`src/rtl/uart_echo_rx_pkg.sv`:
```
package uart_echo_rx_pkg;
  typedef enum logic [2:0] {
    RX_IDLE,
    RX_START,
    RX_DATA,
    RX_PARITY,
    RX_STOP
  } rxState_t;

  typedef struct packed {
    logic shiftEn;    // capture one data bit
    logic parSample;  // capture the parity bit
    logic stopSample; // capture stop bit, character complete
  } rxStrobe_t;
endpackage

```
`src/rtl/uart_echo_rx_ctrl.sv`:
```
module uart_echo_rx_ctrl
  import uart_echo_rx_pkg::*;
#(
  parameter int DATA_BITS = 8,
  parameter int OVS       = 16,
  parameter bit PARITY_EN = 1'b1
) (
  input  logic      clk,
  input  logic      rstN,
  input  logic      sampleTick,
  input  logic      rxSync,
  output rxStrobe_t strobe
);
  localparam int CNT_W  = $clog2(OVS);
  localparam int IDX_W  = $clog2(DATA_BITS + 1);
  localparam logic [CNT_W-1:0] HALF_CNT = CNT_W'(OVS / 2 - 1);
  localparam logic [CNT_W-1:0] FULL_CNT = CNT_W'(OVS - 1);
  localparam logic [IDX_W-1:0] LAST_IDX = IDX_W'(DATA_BITS - 1);

  rxState_t state;
  logic [CNT_W-1:0] tickCnt;
  logic [IDX_W-1:0] bitIdx;
  logic atMid;

  assign atMid = sampleTick && (tickCnt == FULL_CNT);

  always_comb begin
    strobe = '0;
    strobe.shiftEn    = (state == RX_DATA)   && atMid;
    strobe.parSample  = (state == RX_PARITY) && atMid;
    strobe.stopSample = (state == RX_STOP)   && atMid;
  end

  always_ff @(posedge clk) begin
    if (!rstN) begin
      state   <= RX_IDLE;
      tickCnt <= '0;
      bitIdx  <= '0;
    end else if (sampleTick) begin
      case (state)
        RX_IDLE: begin
          tickCnt <= '0;
          if (!rxSync) state <= RX_START;
        end
        RX_START: begin
          if (tickCnt == HALF_CNT) begin
            tickCnt <= '0;
            bitIdx  <= '0;
            state   <= rxSync ? RX_IDLE : RX_DATA;
          end else begin
            tickCnt <= tickCnt + 1'b1;
          end
        end
        RX_DATA: begin
          tickCnt <= tickCnt + 1'b1;
          if (tickCnt == FULL_CNT) begin
            bitIdx <= bitIdx + 1'b1;
            if (bitIdx == LAST_IDX) state <= PARITY_EN ? RX_PARITY : RX_STOP;
          end
        end
        RX_PARITY: begin
          tickCnt <= tickCnt + 1'b1;
          if (tickCnt == FULL_CNT) state <= RX_STOP;
        end
        RX_STOP: begin
          tickCnt <= tickCnt + 1'b1;
          if (tickCnt == FULL_CNT) state <= RX_IDLE;
        end
        default: state <= RX_IDLE;
      endcase
    end
  end

  // a start level gone at the half-bit check returns to idle
  a_r8_false_start: assert property (@(posedge clk) disable iff (!rstN)
    (state == RX_START && sampleTick && tickCnt == HALF_CNT && rxSync) |=> state == RX_IDLE);

  a_r1_one_strobe: assert property (@(posedge clk) disable iff (!rstN)
    $onehot0({strobe.shiftEn, strobe.parSample, strobe.stopSample}));
endmodule

```
`src/rtl/uart_echo_rx_dp.sv`:
```
module uart_echo_rx_dp
  import uart_echo_rx_pkg::*;
#(
  parameter int DATA_BITS  = 8,
  parameter int OVS        = 16,
  parameter bit PARITY_EN  = 1'b1,
  parameter bit PARITY_ODD = 1'b0
) (
  input  logic                 clk,
  input  logic                 rstN,
  input  logic                 sampleTick,
  input  logic                 rxd,
  input  logic                 echoEn,
  input  logic                 dataRd,
  input  rxStrobe_t            strobe,
  output logic                 rxSync,
  output logic [DATA_BITS-1:0] dataReg,
  output logic                 fullFlag,
  output logic                 parErr,
  output logic                 frmErr,
  output logic                 ovrFlag,
  output logic                 txd
);
  localparam int ECHO_TAPS = OVS / 2;

  logic                 syncFf;
  logic [DATA_BITS-1:0] shiftReg;
  logic                 parBit;
  logic                 accept;
  logic                 parBad;
  logic                 echoOut;

  always_ff @(posedge clk) begin
    if (!rstN) begin
      syncFf <= 1'b1;
      rxSync <= 1'b1;
    end else begin
      syncFf <= rxd;
      rxSync <= syncFf;
    end
  end

  always_ff @(posedge clk) begin
    if (!rstN) begin
      shiftReg <= '0;
      parBit   <= 1'b0;
    end else begin
      if (strobe.shiftEn)   shiftReg <= {rxSync, shiftReg[DATA_BITS-1:1]};
      if (strobe.parSample) parBit   <= rxSync;
    end
  end

  assign parBad = PARITY_EN ? (parBit != ((^shiftReg) ^ PARITY_ODD)) : 1'b0;
  assign accept = strobe.stopSample && (!fullFlag || dataRd);

  always_ff @(posedge clk) begin
    if (!rstN) begin
      dataReg  <= '0;
      fullFlag <= 1'b0;
      parErr   <= 1'b0;
      frmErr   <= 1'b0;
      ovrFlag  <= 1'b0;
    end else if (accept) begin
      dataReg  <= shiftReg;
      fullFlag <= 1'b1;
      parErr   <= parBad;
      frmErr   <= !rxSync;
      ovrFlag  <= 1'b0;
    end else if (dataRd) begin
      fullFlag <= 1'b0;
      ovrFlag  <= 1'b0;
    end else if (strobe.stopSample) begin
      ovrFlag  <= 1'b1;
    end
  end

  generate
    if (ECHO_TAPS > 1) begin : g_echoLine
      logic [ECHO_TAPS-1:0] echoLine;
      always_ff @(posedge clk) begin
        if (!rstN) echoLine <= '1;
        else if (sampleTick) echoLine <= {echoLine[ECHO_TAPS-2:0], rxSync};
      end
      assign echoOut = echoLine[ECHO_TAPS-1];
    end else begin : g_echoSingle
      logic echoBit;
      always_ff @(posedge clk) begin
        if (!rstN) echoBit <= 1'b1;
        else if (sampleTick) echoBit <= rxSync;
      end
      assign echoOut = echoBit;
    end
  endgenerate

  assign txd = echoEn ? echoOut : 1'b1;

  a_r2_fill: assert property (@(posedge clk) disable iff (!rstN)
    (strobe.stopSample && !fullFlag) |=> fullFlag);
  a_r3_hold_data: assert property (@(posedge clk) disable iff (!rstN)
    (fullFlag && !dataRd) |=> $stable(dataReg));
  a_r4_overrun_set: assert property (@(posedge clk) disable iff (!rstN)
    (strobe.stopSample && fullFlag && !dataRd) |=> ovrFlag);
  a_r6_read_clears: assert property (@(posedge clk) disable iff (!rstN)
    (dataRd && !strobe.stopSample) |=> (!fullFlag && !ovrFlag));
  a_r7_read_and_fill: assert property (@(posedge clk) disable iff (!rstN)
    (dataRd && strobe.stopSample) |=> (fullFlag && !ovrFlag));
  a_r9_err_stable: assert property (@(posedge clk) disable iff (!rstN)
    !accept |=> ($stable(parErr) && $stable(frmErr)));
endmodule

```
`src/rtl/uart_echo_rx.sv`:
```
module uart_echo_rx
  import uart_echo_rx_pkg::*;
#(
  parameter int DATA_BITS  = 8,
  parameter int OVS        = 16,
  parameter bit PARITY_EN  = 1'b1,
  parameter bit PARITY_ODD = 1'b0
) (
  input  logic                 clk,
  input  logic                 rstN,
  input  logic                 sampleTick,
  input  logic                 rxd,
  input  logic                 echoEn,
  input  logic                 dataRd,
  output logic [DATA_BITS-1:0] rxData,
  output logic [3:0]           status,
  output logic                 irqN,
  output logic                 txd
);
  rxStrobe_t strobe;
  logic rxSync, fullFlag, parErr, frmErr, ovrFlag;

  uart_echo_rx_ctrl #(
    .DATA_BITS(DATA_BITS), .OVS(OVS), .PARITY_EN(PARITY_EN)
  ) u_ctrl (
    .clk(clk), .rstN(rstN), .sampleTick(sampleTick), .rxSync(rxSync), .strobe(strobe)
  );

  uart_echo_rx_dp #(
    .DATA_BITS(DATA_BITS), .OVS(OVS), .PARITY_EN(PARITY_EN), .PARITY_ODD(PARITY_ODD)
  ) u_dp (
    .clk(clk), .rstN(rstN), .sampleTick(sampleTick), .rxd(rxd), .echoEn(echoEn),
    .dataRd(dataRd), .strobe(strobe), .rxSync(rxSync), .dataReg(rxData),
    .fullFlag(fullFlag), .parErr(parErr), .frmErr(frmErr), .ovrFlag(ovrFlag), .txd(txd)
  );

  assign status = {ovrFlag, frmErr, parErr, fullFlag};
  assign irqN   = ~fullFlag;

  a_r10_echo_idle: assert property (@(posedge clk) disable iff (!rstN)
    (!echoEn && !$past(echoEn)) |-> txd);
endmodule

```
`config.mk`:
```
export PLATFORM = sky130hd
export DESIGN_NAME = uart_echo_rx
export DESIGN_NICKNAME = d
export VERILOG_FILES = /design/src/rtl/uart_echo_rx_pkg.sv /design/src/rtl/uart_echo_rx_ctrl.sv /design/src/rtl/uart_echo_rx_dp.sv /design/src/rtl/uart_echo_rx.sv
export SDC_FILE = /design/constraint.sdc
export NUM_CORES = 1
export LEC_CHECK = 0
export ABC_AREA = 1
export BUFFER_PORTS_ARGS = -buffer_cell sky130_fd_sc_hd__buf_2
export CAP_MARGIN = 20
export CORE_MARGIN = 2
export CORE_UTILIZATION = 32
export CTS_BUF_LIST = sky130_fd_sc_hd__clkbuf_8
export DETAILED_ROUTE_END_ITERATION = 8
export PLACE_DENSITY_LB_ADDON = 0.08
export SLEW_MARGIN = 5
export SYNTH_ARGS = -nofsm -noshare
export SYNTH_HDL_FRONTEND = slang
export SYNTH_SLANG_ARGS = --single-unit
export TNS_END_PERCENT = 20
```
`constraint.sdc`:
```
create_clock -name clk -period 3.2 [get_ports clk]
set_input_delay 0.16 -clock clk [delete_from_list [all_inputs] [get_ports clk]]
set_output_delay 0.16 -clock clk [all_outputs]
set_load 0.05 [all_outputs]
```
==> results.rst <==
.. list-table::
   :header-rows: 1

   * - Metric
     - Value
   * - Buffers added on ports
     - 19
   * - Die outline height
     - between 80 and 90 um
   * - Count of TritonRoute iterations in the first routing pass
     - 4
   * - Initial DRC count
     - 63
   * - Category of the worst setup path launch point
     - flop
   * - Critical Path Max Stage Delay
     - 0.37 ns
   * - First-pass GRT wire length
     - 6940 um
   * - Post-route setup TNS
     - 0 ns
   * - Total power density per cell area
     - approximately 470 nW/um^2
   * - Area growth from synthesis to layout
     - 11.5%
   * - VDD IR max
     - roughly 0.23 mV
   * - Crit path arrival time
     - around 1.9 ns
   * - # hold bufs at CTS
     - 0
   * - Post-Syn Nets
     - between 200 and 300
   * - Leakage
     - 0.000955 uW
   * - Flip-flop and latch count after synthesis
     - 42
   * - Mapped Cells
     - ~270
   * - Synthesized area
     - roughly 1900 um^2
   * - Layout Cell Area excl Fill
     - between 2000 and 2500 um^2
   * - Max-slew violations
     - 0
   * - TritonCTS sink count
     - 42
   * - Count of placed standard cells in the final layout, fillers left out
     - about 360
   * - Highest achievable clock rate
     - slightly below 0.6 GHz
   * - Final WL
     - between 4000 and 5000 um
   * - Top-level I/O count
     - 20
   * - Routed Antenna Nets
     - 0
   * - Pin slew with the least headroom to its limit
     - approximately 0.57 ns
   * - Die Wd
     - between 80 and 90 um
   * - Classification of the worst-slack hold path
     - in2reg
   * - Top cell by count, worst path
     - sky130_fd_sc_hd__nand2_2
   * - Gr ovfl total
     - 0
   * - Clock Latency Late Sink
     - about 0.3 ns
   * - Post-detailed-route wirelength per cell
     - between 10 and 15 um
   * - CP max stage cell
     - sky130_fd_sc_hd__dfxtp_1
   * - Nature of the critical path endpoint
     - flop
   * - Buf/Inv on CP
     - 1
   * - Detail Placement HPWL
     - between 2000 and 3000 um
   * - Fraction of layout cells with a size suffix above 1
     - 0.191
   * - Vias in the first global route
     - about 1500
   * - Place WS
     - approximately 1.5 ns
   * - Initial Utilization
     - 0.328
   * - Number of library cell types mapped by synthesis
     - 26
   * - Clock-pin transition on the worst setup and hold timing paths
     - approximately 0.080 ns
   * - Ys Warns
     - 0
   * - Number of max-cap violations
     - 0
   * - Run status
     - finished clean
   * - Headroom to the max-slew limit
     - 0.623
   * - Data required time of the worst path
     - 3.43 ns
   * - Placed cells
     - 349
   * - H-tree depth reported by CTS
     - 2
   * - Buffers inserted by post-CTS timing repair
     - 0
   * - Die footprint
     - roughly 6700 um^2
   * - Clock skew after layout
     - approximately 0.0045 ns
   * - Setup CP Type
     - reg2reg
   * - Area of the core
     - 5890 um^2
   * - CTS tree
     - yes
   * - Cells traversed along the worst timing path
     - ha_1 -> nand2_2 -> nor2_4 -> nand2_2 -> nor2_2 -> nand2_1 -> inv_2 -> o21ai_0 -> a21oi_1
   * - Number of antenna violations at the first check in global routing
     - 0
   * - DP Area
     - 2040 um^2
   * - Cell at the root of the clock tree
     - sky130_fd_sc_hd__clkbuf_8
   * - Clock period minus final worst setup slack
     - approximately 1.7 ns
   * - Routed via count divided by cell count
     - 4.51
   * - Unrepaired setup endpoints after global routing
     - no
   * - Number of antenna repair diodes
     - 0
   * - Final worst path period share
     - 0.528
   * - Overall track demand over capacity in global routing
     - 0.138
   * - Cell family with the largest share of critical-path delay
     - simple AND/OR/NAND/NOR gates
   * - Number of buffers between clock root and the deepest sink
     - 2
   * - Maximum fanout count along the critical path
     - 21
   * - Number of nets in the final layout
     - around 290
   * - Portion of the post-synthesis area used by sequential elements
     - 0.436
   * - Worst Slack Setup Final
     - 1.51 ns
   * - Final routed DRC violation total
     - 0
   * - Mean Syn Cell Area
     - between 7 and 8 um^2
   * - Rows
     - 28
   * - Count of instances resized after the clock tree is built
     - 0
   * - Via total after detailed routing
     - between 1500 and 2000
   * - Setup violators final
     - 0
   * - Hold WS
     - 0.0389 ns
   * - Final Hold Violating Endpoints
     - 0
   * - Clock buffers created by TritonCTS
     - 5
   * - Final Wtd Congestion
     - ~0.82
   * - Pin count of the biggest net entering global routing
     - 32
-- through the flow --
| stage | utilization | total power, uW |
|---|---|---|
| after floorplan | - | 583 |
| after global placement | 0.347 | 597 |
| after detailed placement | 0.347 | 597 |
| after CTS | 0.365 | 1020 |
| after global routing | 0.365 | 1050 |
| final | 0.365 | 1000 |
-- report_power, final --
part	internal [uW]	total (uW)	switching [uW]
sequential	531	535	4.93
combinational	14.7	48.7	34.0
clock	230	420	190
-- cells by family (layout without fill, tap and decap cells) --
logic type / count (synthesis) / after routing / share of synthesized area
and+or+nand+nor: 115 / 115 / 0.267
AOI/OAI and AO/OA: 63 / 63 / 0.174
buffers and inverters: 43 / 58 / 0.101
DFF: 42 / 42 / 0.436
adders and majority gates: 2 / 2 / 0.0130
xor gates and xnor gates: 2 / 2 / 0.00908
-- flip-flops by register name, summed over array words and instances (netlist names), 3 cells and up --
signal,flops
u_dp.dataReg,8
u_dp.g_echoLine.echoLine,8
u_dp.shiftReg,8
u_ctrl.bitIdx,4
u_ctrl.tickCnt,4
u_ctrl.state,3
-- synth_stat cells (all sizes together) --
cell type  instances  area (um^2)
a21oi             31          170
and3               1         6.26
buf                9         66.3
clkbuf             3         11.3
dfxtp             42          841
ha                 2         25.0
inv               31          116
nand2             66          260
nand3             15         85.1
nor2              29          141
nor3               2         10.0
o211ai             1         7.51
o21ai             31          159
or2                2         12.5
xnor2              1         8.76
xor2               1         8.76
-- area by class of cell --
class,instances,area [um^2]
repair buffers,19,95.1
flip-flops and latches,42,841
inverters,31,116
fillers,668,3730
clock inverters,3,41.3
multi-input cells,182,895
well taps,75,93.8
clock buffers,5,68.8
-- routing by layer --
layer	GRT usage	wire, um	vias to the layer above	share of wire
met5	0	0	-	0
met1	0.190	2270	700	0.55
li1	-	-	879	-
met4	0.0600	72	0	0.018
met2	0.207	1630	22	0.40
met3	0.0330	127	8	0.031
-- worst paths after layout --
kind	end	startpoint	slack, ns	cells past startpoint
max	u_dp.dataReg[7]$_SDFFE_PN0P_	u_ctrl.tickCnt[0]$_SDFFE_PN0P_	1.51	9
min	u_dp.syncFf$_SDFF_PN1_	rxd	0.04	2
max reg2reg	u_dp.dataReg[7]$_SDFFE_PN0P_	u_ctrl.tickCnt[0]$_SDFFE_PN0P_	1.51	9
min reg2reg	u_dp.rxSync$_SDFF_PN1_	u_dp.syncFf$_SDFF_PN1_	0.42	1
-- placed cells by master (no fill, tap or decap), drive strengths merged --
| cell | instances |
|---|---|
| nand2 | 66 |
| dfxtp | 42 |
| inv | 32 |
| a21oi | 31 |
| o21ai | 31 |
| nor2 | 29 |
| buf | 19 |
| nand3 | 15 |
| clkbuf | 5 |
| nor3 | 2 |
| or2 | 2 |
| ha | 2 |
| o211ai | 1 |
| xor2 | 1 |
| and3 | 1 |
| xnor2 | 1 |
| bufinv | 1 |
| clkinvlp | 1 |
(Power assumes the default switching activity.)
